<file path="src/rtl/cct_pkg.sv">
package cct_pkg;
  localparam int unsigned A_CTRL   = 0;
  localparam int unsigned A_STATUS = 1;
  localparam int unsigned A_CNT_LO = 2;
  localparam int unsigned A_CNT_HI = 3;
  localparam int unsigned A_CAP0   = 4;
  localparam int unsigned CTRL_EN  = 0;
  localparam int unsigned CTRL_SIM = 1;
endpackage

</file>
<file path="src/rtl/cct_sync_edge.sv">
module cct_sync_edge #(
  parameter int STAGES = 2
) (
  input  logic clk,
  input  logic rst,
  input  logic pin_in,
  output logic pulse
);
  logic [STAGES:0] sh;

  always_ff @(posedge clk) begin
    if (rst) sh <= '0;
    else     sh <= {sh[STAGES-1:0], pin_in};
  end

  assign pulse = sh[STAGES-1] & ~sh[STAGES];

  // a pulse means the pin was high STAGES edges earlier
  a_r3_sync_delay: assert property (@(posedge clk) disable iff (rst)
    pulse |-> $past(pin_in, STAGES));
endmodule

</file>
<file path="src/rtl/cct_counter.sv">
module cct_counter #(
  parameter int HALF_W = 16
) (
  input  logic              clk,
  input  logic              rst,
  input  logic              cnt_en,
  input  logic              tick,
  input  logic              ld_lo,
  input  logic              ld_hi,
  input  logic [HALF_W-1:0] ld_data,
  output logic [HALF_W-1:0] lo_q,
  output logic [HALF_W-1:0] hi_q,
  output logic [HALF_W-1:0] lo_nxt,
  output logic [HALF_W-1:0] hi_nxt
);
  localparam logic [HALF_W-1:0] ALL_ONES = '1;
  logic step;

  assign step = cnt_en & tick;

  always_comb begin
    lo_nxt = lo_q;
    hi_nxt = hi_q;
    if (step) begin
      lo_nxt = lo_q + 1'b1;
      if (lo_q == ALL_ONES) hi_nxt = hi_q + 1'b1;
    end
    if (ld_lo) lo_nxt = ld_data;
    if (ld_hi) hi_nxt = ld_data;
  end

  always_ff @(posedge clk) begin
    if (rst) begin
      lo_q <= '0;
      hi_q <= '0;
    end else begin
      lo_q <= lo_nxt;
      hi_q <= hi_nxt;
    end
  end

  a_r1_carry: assert property (@(posedge clk) disable iff (rst)
    (cnt_en && tick && !ld_lo && !ld_hi && lo_q == ALL_ONES)
      |=> (lo_q == '0 && hi_q == HALF_W'($past(hi_q) + 1'b1)));

  a_r1_no_carry: assert property (@(posedge clk) disable iff (rst)
    (!ld_hi && lo_q != ALL_ONES) |=> $stable(hi_q));

  a_r2_hold: assert property (@(posedge clk) disable iff (rst)
    (!(cnt_en && tick) && !ld_lo && !ld_hi) |=> ($stable(lo_q) && $stable(hi_q)));
endmodule

</file>
<file path="src/rtl/cct_capture_chan.sv">
module cct_capture_chan #(
  parameter int HALF_W = 16
) (
  input  logic              clk,
  input  logic              rst,
  input  logic              sim_mode,
  input  logic              lo_pulse,
  input  logic              hi_pulse,
  input  logic [HALF_W-1:0] cnt_hi_q,
  input  logic [HALF_W-1:0] cnt_hi_nxt,
  input  logic [HALF_W-1:0] cnt_lo_nxt,
  output logic [HALF_W-1:0] cap_lo,
  output logic [HALF_W-1:0] cap_hi,
  output logic              capt
);
  assign capt = lo_pulse | (~sim_mode & hi_pulse);

  always_ff @(posedge clk) begin
    if (rst) begin
      cap_lo <= '0;
      cap_hi <= '0;
    end else begin
      if (lo_pulse) cap_lo <= cnt_lo_nxt;
      if (sim_mode && lo_pulse)       cap_hi <= cnt_hi_nxt;
      else if (!sim_mode && hi_pulse) cap_hi <= cnt_hi_q;
    end
  end

  // upper pin ignored in joined mode
  a_r6_sim_hi_ignored: assert property (@(posedge clk) disable iff (rst)
    (sim_mode && !lo_pulse) |=> $stable(cap_hi));
endmodule

</file>
<file path="src/rtl/cascade_capture_timer.sv">
module cascade_capture_timer #(
  parameter int HALF_W      = 16,
  parameter int NUM_CH      = 2,
  parameter int SYNC_STAGES = 2,
  localparam int ADDR_W     = $clog2(cct_pkg::A_CAP0 + 2 * NUM_CH)
) (
  input  logic              clk,
  input  logic              rst,
  input  logic              tick,
  input  logic [NUM_CH-1:0] cap_lo_pin,
  input  logic [NUM_CH-1:0] cap_hi_pin,
  input  logic              wr_en,
  input  logic [ADDR_W-1:0] addr,
  input  logic [HALF_W-1:0] wdata,
  output logic [HALF_W-1:0] rdata
);
  import cct_pkg::*;

  logic              ctrl_en, ctrl_sim;
  logic [NUM_CH-1:0] flags, lo_pulse, hi_pulse, capt;
  logic [HALF_W-1:0] lo_q, hi_q, lo_nxt, hi_nxt, rd_mux;
  logic [HALF_W-1:0] cap_lo [NUM_CH];
  logic [HALF_W-1:0] cap_hi [NUM_CH];
  logic              wr_ctrl, wr_stat, ld_lo, ld_hi;

  assign wr_ctrl = wr_en && (addr == ADDR_W'(A_CTRL));
  assign wr_stat = wr_en && (addr == ADDR_W'(A_STATUS));
  assign ld_lo   = wr_en && (addr == ADDR_W'(A_CNT_LO));
  assign ld_hi   = wr_en && (addr == ADDR_W'(A_CNT_HI));

  cct_counter #(.HALF_W(HALF_W)) u_cnt (
    .clk(clk), .rst(rst), .cnt_en(ctrl_en), .tick(tick),
    .ld_lo(ld_lo), .ld_hi(ld_hi), .ld_data(wdata),
    .lo_q(lo_q), .hi_q(hi_q), .lo_nxt(lo_nxt), .hi_nxt(hi_nxt)
  );

  for (genvar c = 0; c < NUM_CH; c++) begin : g_ch
    cct_sync_edge #(.STAGES(SYNC_STAGES)) u_sync_lo (
      .clk(clk), .rst(rst), .pin_in(cap_lo_pin[c]), .pulse(lo_pulse[c]));
    cct_sync_edge #(.STAGES(SYNC_STAGES)) u_sync_hi (
      .clk(clk), .rst(rst), .pin_in(cap_hi_pin[c]), .pulse(hi_pulse[c]));
    cct_capture_chan #(.HALF_W(HALF_W)) u_chan (
      .clk(clk), .rst(rst), .sim_mode(ctrl_sim),
      .lo_pulse(lo_pulse[c]), .hi_pulse(hi_pulse[c]),
      .cnt_hi_q(hi_q), .cnt_hi_nxt(hi_nxt), .cnt_lo_nxt(lo_nxt),
      .cap_lo(cap_lo[c]), .cap_hi(cap_hi[c]), .capt(capt[c]));

    // joined capture equals the counter registers after the same edge
    a_r5_coherent: assert property (@(posedge clk) disable iff (rst)
      (ctrl_sim && lo_pulse[c]) |=> (cap_lo[c] == lo_q && cap_hi[c] == hi_q));
    // split lower capture equals the post-update lower half
    a_r4_split_lo: assert property (@(posedge clk) disable iff (rst)
      (!ctrl_sim && lo_pulse[c]) |=> (cap_lo[c] == lo_q));
    // any capture leaves the flag set
    a_r7_flag_set: assert property (@(posedge clk) disable iff (rst)
      capt[c] |=> flags[c]);
  end

  always_ff @(posedge clk) begin
    if (rst) begin
      ctrl_en  <= 1'b0;
      ctrl_sim <= 1'b0;
      flags    <= '0;
    end else begin
      if (wr_ctrl) begin
        ctrl_en  <= wdata[CTRL_EN];
        ctrl_sim <= wdata[CTRL_SIM];
      end
      flags <= (flags & ~(wr_stat ? wdata[NUM_CH-1:0] : '0)) | capt;
    end
  end

  always_comb begin
    rd_mux = '0;
    case (addr)
      ADDR_W'(A_CTRL):   rd_mux = HALF_W'({ctrl_sim, ctrl_en});
      ADDR_W'(A_STATUS): rd_mux = HALF_W'(flags);
      ADDR_W'(A_CNT_LO): rd_mux = lo_q;
      ADDR_W'(A_CNT_HI): rd_mux = hi_q;
      default: ;
    endcase
    for (int c = 0; c < NUM_CH; c++) begin
      if (addr == ADDR_W'(A_CAP0 + 2 * c))     rd_mux = cap_lo[c];
      if (addr == ADDR_W'(A_CAP0 + 2 * c + 1)) rd_mux = cap_hi[c];
    end
  end

  always_ff @(posedge clk) begin
    if (rst) rdata <= '0;
    else     rdata <= rd_mux;
  end
endmodule

</file>
<file path="config.mk">
export PLATFORM = sky130hd
export DESIGN_NAME = cascade_capture_timer
export DESIGN_NICKNAME = d
export VERILOG_FILES = /design/src/rtl/cct_pkg.sv /design/src/rtl/cct_sync_edge.sv /design/src/rtl/cct_counter.sv /design/src/rtl/cct_capture_chan.sv /design/src/rtl/cascade_capture_timer.sv
export SDC_FILE = /design/constraint.sdc
export NUM_CORES = 1
export LEC_CHECK = 0
export BUFFER_PORTS_ARGS = -buffer_cell sky130_fd_sc_hd__buf_2
export CAP_MARGIN = 25
export CORE_AREA = 2 2 139 107
export DETAILED_ROUTE_END_ITERATION = 16
export DIE_AREA = 0 0 141 109
export HOLD_SLACK_MARGIN = 0.03
export PLACE_DENSITY = 0.66
export SLEW_MARGIN = 25
export SYNTH_ARGS = -nofsm -noshare
export SYNTH_HDL_FRONTEND = slang
export SYNTH_HIERARCHICAL = 1
export SYNTH_SLANG_ARGS = --single-unit
</file>
<file path="constraint.sdc">
create_clock -name clk -period 2.6 [get_ports clk]
set_input_delay 0.52 -clock clk [delete_from_list [all_inputs] [get_ports clk]]
set_output_delay 0.52 -clock clk [all_outputs]
set_load 0.05 [all_outputs]
</file>
* Yosys cells after proc, flatten, opt, wreduce, memory -nomap -nowiden
Index checks and enable logic that the tools add are counted.
** Storage, ports and cells
- Register bits :: 128
- Input bits :: 27
- Output and inout port bits :: 16
- Word-level logic and storage cells :: 68
** Operators by class
- Add/subtract/negate cells :: 2
- Equality and inequality tests :: 8
- Mux-type cells :: 15
- Bitwise logic cells :: 17
- Reduce and logical (&&, ||, !) cells :: 12
** Operator list (number)
- $mux W16 :: 13
- $pmux W16 S4 :: 1
- $add A16 B1 Y16 const B :: 2
- $eq A16 B16 Y1 const B :: 1
- $eq A3 B3 Y1 const B :: 4
- $logic_and A1 B1 Y1 :: 8
- $and A1 B1 Y1 :: 7
- $eq A3 B2 Y1 const B :: 2
- $not A1 Y1 :: 5
- $reduce_bool A2 Y1 :: 2
- $eq A3 B1 Y1 const B :: 1
- $logic_not A3 Y1 :: 1
- $and A2 B2 Y2 :: 1
- $mux W2 :: 1
- $not A2 Y2 :: 1
- $or A1 B1 Y1 :: 2
- $or A2 B2 Y2 :: 1
- $logic_not A1 Y1 :: 1

* Longest topological paths before layout
- Depth after elaboration :: 6
- Gate-level depth with buffers :: 12

* By module
The synthesis kept the hierarchy.
** Modules (own cells, without submodules)
- cct_capture_chan :: instances 2, cells an instance 126, area an instance 1295.0 µm², seq. area each 640.6 µm²
- cct_counter :: instances 1, cells an instance 271, area an instance 2064.5 µm², seq. area each 640.6 µm²
- cascade_capture_timer :: instances 1, cells an instance 173, area an instance 1497.7 µm², seq. area each 400.4 µm²
- cct_sync_edge :: instances 4, cells an instance 7, area an instance 87.6 µm², seq. area each 60.1 µm²

* Worst setup path after synthesis
OpenSTA, ideal clock, no wires.
- Path type :: reg-to-reg
- From :: reg u_cnt.lo_q[0]
- To :: reg g_ch[0].u_chan.cap_hi[12]
- Data arrival time :: 2606 ps
- Data required time :: 2461 ps
- Slack :: -145 ps
- Cell stages (with the launch flop) :: 11
- Path through :: dfxtp_1 -> ha_1 -> nand4_4 -> or4_4 -> buf_6 -> or4_1 -> buf_2 -> o21a_1 -> o31a_1 -> o22ai_1 -> nor3_2
** On the way
- Longest elaborated chain between the ends :: 5
** RTL lines
- start, declared :: line cct_counter.sv:11 : output logic [HALF_W-1:0] lo_q,
- start signal, assigned :: line cct_counter.sv:37 : lo_q <= lo_nxt;
- $eq A16 B16 Y1 :: line cct_counter.sv:26 : if (lo_q == ALL_ONES) hi_nxt = hi_q + 1'b1;
- $mux W16 :: line cct_counter.sv:26
- $mux W16 :: line cct_counter.sv:24 : if (step) begin
- $mux W16 :: line cct_counter.sv:29 : if (ld_hi) hi_nxt = ld_data;
- net hi_nxt[12] :: line cascade_capture_timer.sv:21 : logic [HALF_W-1:0] lo_q, hi_q, lo_nxt, hi_nxt, rd_mux;
- $mux W16 :: line cct_capture_chan.sv:24 : if (sim_mode && lo_pulse) cap_hi <= cnt_hi_nxt;
- end signal, assigned :: line cct_capture_chan.sv:24
- end signal, assigned :: line cct_capture_chan.sv:25 : else if (!sim_mode && hi_pulse) cap_hi <= cnt_hi_q;
- end, declared :: line cct_capture_chan.sv:13 : output logic [HALF_W-1:0] cap_hi,
The timed path passes the listed nets, and every way through them passes these cells.
A chain may end at the register's enable or synchronous reset.

* Worst setup path in the final report
Same ends and word-level chain as after synthesis.

==> results_dict.tcl <==
set metrics [dict create \
    fp-row-count 38 \
    total_leakage_power_uw 0.00306 \
    vias_per_cell 6.05 \
    p_sw_uw 1290 \
    met3_usage_pct 4.39 \
    grt_pass1_vias 5680 \
    worstPathArrival_ps 2840 \
    p_per_area_nw_per_um2 656 \
    met1_usage_pct 38.3 \
    grt_max_degree 57 \
    use_met2_pct 39.5 \
    grtUsageTotal_pct 26.6 \
    ys_top_cells_by_area "dfxtp_1 (39%), mux2i_1 (12%), nor2_1 (6.9%), nor3_2 (3.2%), a211oi_1 (2.3%)" \
    hold_violations 0 \
    crit_path_start_kind "flip-flop" \
    clk_path_buf_depth 2 \
    tns_ps 0 \
    synth.distinct_cells 53 \
    min_path_type "input port to flip-flop" \
    path_cells "ha_4, nand4_4, or4_4, or4_4, o21a_1, o31a_1, o22ai_1, nor3_2" \
    gp_routability_congestion 0.959 \
    fin_crit_sh_pct 97.4 \
    wl_per_cell_um 20.5 \
    crit_family "simple AND/OR/NAND/NOR gates" \
    synth-xor-area-share_pct 2.16 \
    path_class "flip-flop to flip-flop" \
    instances_no_fill 974 \
    min_period_ps 2530 \
    syn_area_per_cell_um2 8.98 \
    clock_sinks 128 \
    skew_ps 10.7 \
    synth_seq_cells 128 \
    grt_busiest_layer "met2" \
    synth_common_cells "dfxtp_1 (128), nor2_1 (120), mux2i_1 (75)" \
    drtAntennaViolNets 0 \
    die_area_um2 15400 \
    synthSimpleGateAreaFrac_pct 24.3 \
    synth_flop_cell "dfxtp_1" \
    hpwl_mm 13.6 \
    synth_cells 724 \
    internal_power_uw 3720 \
    async_flop_share_pct 0 \
    fill_cells 1279 \
    fin_total_pwr_uw 5010 \
    synth_area_um2 6500 \
    dr.first_iter.drc_count 568 \
    crit_slowest_cell "or4_4" \
    ys_warn_count 6 \
    cp.required_ps 2910 \
    dieWidth_um 141 \
    crit_top_cell "or4_4" \
    status "finished clean" \
    core_area_um2 14100 \
    swShare_pct 25.8 \
    slew_headroom_pct 57.3 \
    synth_edf_count 0 \
    drc 0 \
    yosysSeqAreaShare_pct 39.4 \
    io_pins 43 \
    crit_path_end_kind "flip-flop" \
    vias 5896 \
    ctsHtreeMaxLevel 4 \
    final_max_slew_viol_count 0 \
    antenna_found_initial 0 \
    numCtsBuffers 17 \
    nets 810 \
    drv_cap 0 \
    comb_power_share_pct 9.5 \
    tightest_slew_ps 641 \
    clock_power_share_pct 49.2 \
    clock_latency_ps 420 \
    die_h_um 109 \
    grt_pass1_wl_mm 30.9 \
    multi_input_area_um2 3620 \
    clk_pin_slew_ps 60 \
    crit_fanout 5 \
    numPortBuffers 42 \
    synth.area.mux_share_pct 13.4 \
    final-seq-area_um2 2570 \
    synth.most_common_cell "dfxtp_1" \
    crit_buf_inv 0 \
    grt-ovfl-total 0 \
    fin_hold_ws_ps 301 \
    syn_nets 753 \
    synth_compound_area_share_pct 14.2 \
    n_antenna_cell 0 \
    first_pass_iters 5 \
    dp_cells 942 \
    ir_worst_vdd_mv 0.462 \
    post_cts_buffers 0 \
    synthToLayoutAreaGrowth_pct 17.5 \
    max_freq_mhz 395 \
    wirelength_mm 19.9 \
    rsz0062_at_grt "no" \
    root_buffer "clkbuf_16" \
    final_layout_size_suffix_gt1_share_pct 22.3 \
    initial_core_util_pct 46.0 \
    yosysTopAreaCellShare_pct 39.4 \
    seqPwrFrac_pct 41.3 \
    synth_fa_ha_area_share_pct 0.385 \
    cts_tree "built" \
    setup_viol 0 \
    cpPeakStageDelay_ps 590 \
    synth_top_family_by_area "simple AND/OR/NAND/NOR gates" \
    synth.largest_area_cell "dfxtp_1" \
]
==> registers in the layout (all words and copies together) (netlist names) <==
signal,flops
u_cnt/hi_q,16
rdata,16
ctrl_sim,1
g_ch.u_chan/cap_hi,32
ctrl_en,1
flags,2
g_ch.u_sync_hi/sh,6
u_cnt/lo_q,16
g_ch.u_chan/cap_lo,32
g_ch.u_sync_lo/sh,6
==> worst register-to-register path, cell delays in order, from the launching register on <==
cell and delay, ps:
dfxtp_4 370, ha_4 150, nand4_4 120, or4_4 460
or4_4 590, o21a_1 220, o31a_1 270, o22ai_1 170
nor3_2 70
==> through the flow <==
| step | cell area (um2) | worst slack, ps | util [%] |
|---|---|---|---|
| after global routing | 7640 | 1.57 | 54.1 |
| after floorplan | 6520 | 1.51 | - |
| final | 7640 | 67.8 | 54.1 |
| after detailed placement | 6970 | -141 | 49.3 |
| after global placement | 6970 | -67.0 | 49.3 |
| after CTS | 7600 | 14.1 | 53.8 |
==> power groups by stage <==
| stage | Clock (uW) | Sequential [uW] | Combinational, uW |
|---|---|---|---|
| 4_1_cts | 2490 | 2070 | 465 |
| 6_report | 2470 | 2070 | 475 |
| 3_5_place_dp | 0 | 2110 | 461 |
| 5_1_grt | 2580 | 2080 | 505 |
| 2_1_floorplan | 0 | 2140 | 291 |
| 3_3_place_gp | 0 | 2110 | 453 |
==> layout by cell type (no fill, tap or decap), drive strengths merged, types with 14 or more instances in the layout <==
cell type and count:
dfxtp 128, nor2 120, buf 91, mux2i 75, nor3 46, nand2 27, a21oi 26, o22ai 24
a211oi 20, nor2b 20, clkbuf 18, nand4 18, inv 15, and2 14, o21ai 14
==> routing by layer <==
metal	vias to the layer above	wire [um]	share of wire, %
met4	0	557	2.8
met3	51	1600	8.0
met5	-	0	0
li1	2728	-	-
met2	280	8540	43
met1	2837	9240	46
==> repair_timing <==
action,4_1_cts,5_1_grt
cloned,0,0
setup endpoints to repair,7,12
hold buffers,0,0
gates resized for setup,5,9
pin swaps,0,3
endpoints found under the hold margin,0,0
==> cell type report <==
| type | instances | area share [%] |
|---|---|---|
| timing repair buffer | 91 | 7.60 |
| multi-input combinational | 532 | 47.4 |
| clock buffer | 18 | 5.61 |
| tap | 180 | 2.95 |
| inverter | 11 | 0.540 |
| sequential | 128 | 33.6 |
| clock inverter | 14 | 2.34 |
==> path summary, 6_finish.rpt <==
path	startpoint	to	slack, ps	depth (start not counted)
worst max-delay path	u_cnt/lo_q[0]$_SDFF_PP0_	g_ch[0].u_chan/cap_hi[12]$_SDFFE_PP0P_	70	8
worst max register to register	u_cnt/lo_q[0]$_SDFF_PP0_	g_ch[0].u_chan/cap_hi[12]$_SDFFE_PP0P_	70	8
worst min-delay path	cap_lo_pin[0]	g_ch[0].u_sync_lo/sh[0]$_SDFF_PP0_	300	2
worst min register to register	g_ch[1].u_sync_lo/sh[0]$_SDFF_PP0_	g_ch[1].u_sync_lo/sh[1]$_SDFF_PP0_	430	1
==> cells by family after synthesis <==
group / after synthesis
adder cells (fa/ha/maj): 2
XOR/XNOR: 16
buffers and inverters: 64
AND/OR/NAND/NOR: 295
multiplexers: 83
flip-flops: 128
AO/OA/AOI/OAI: 136
Power figures use the tool's default switching activity.
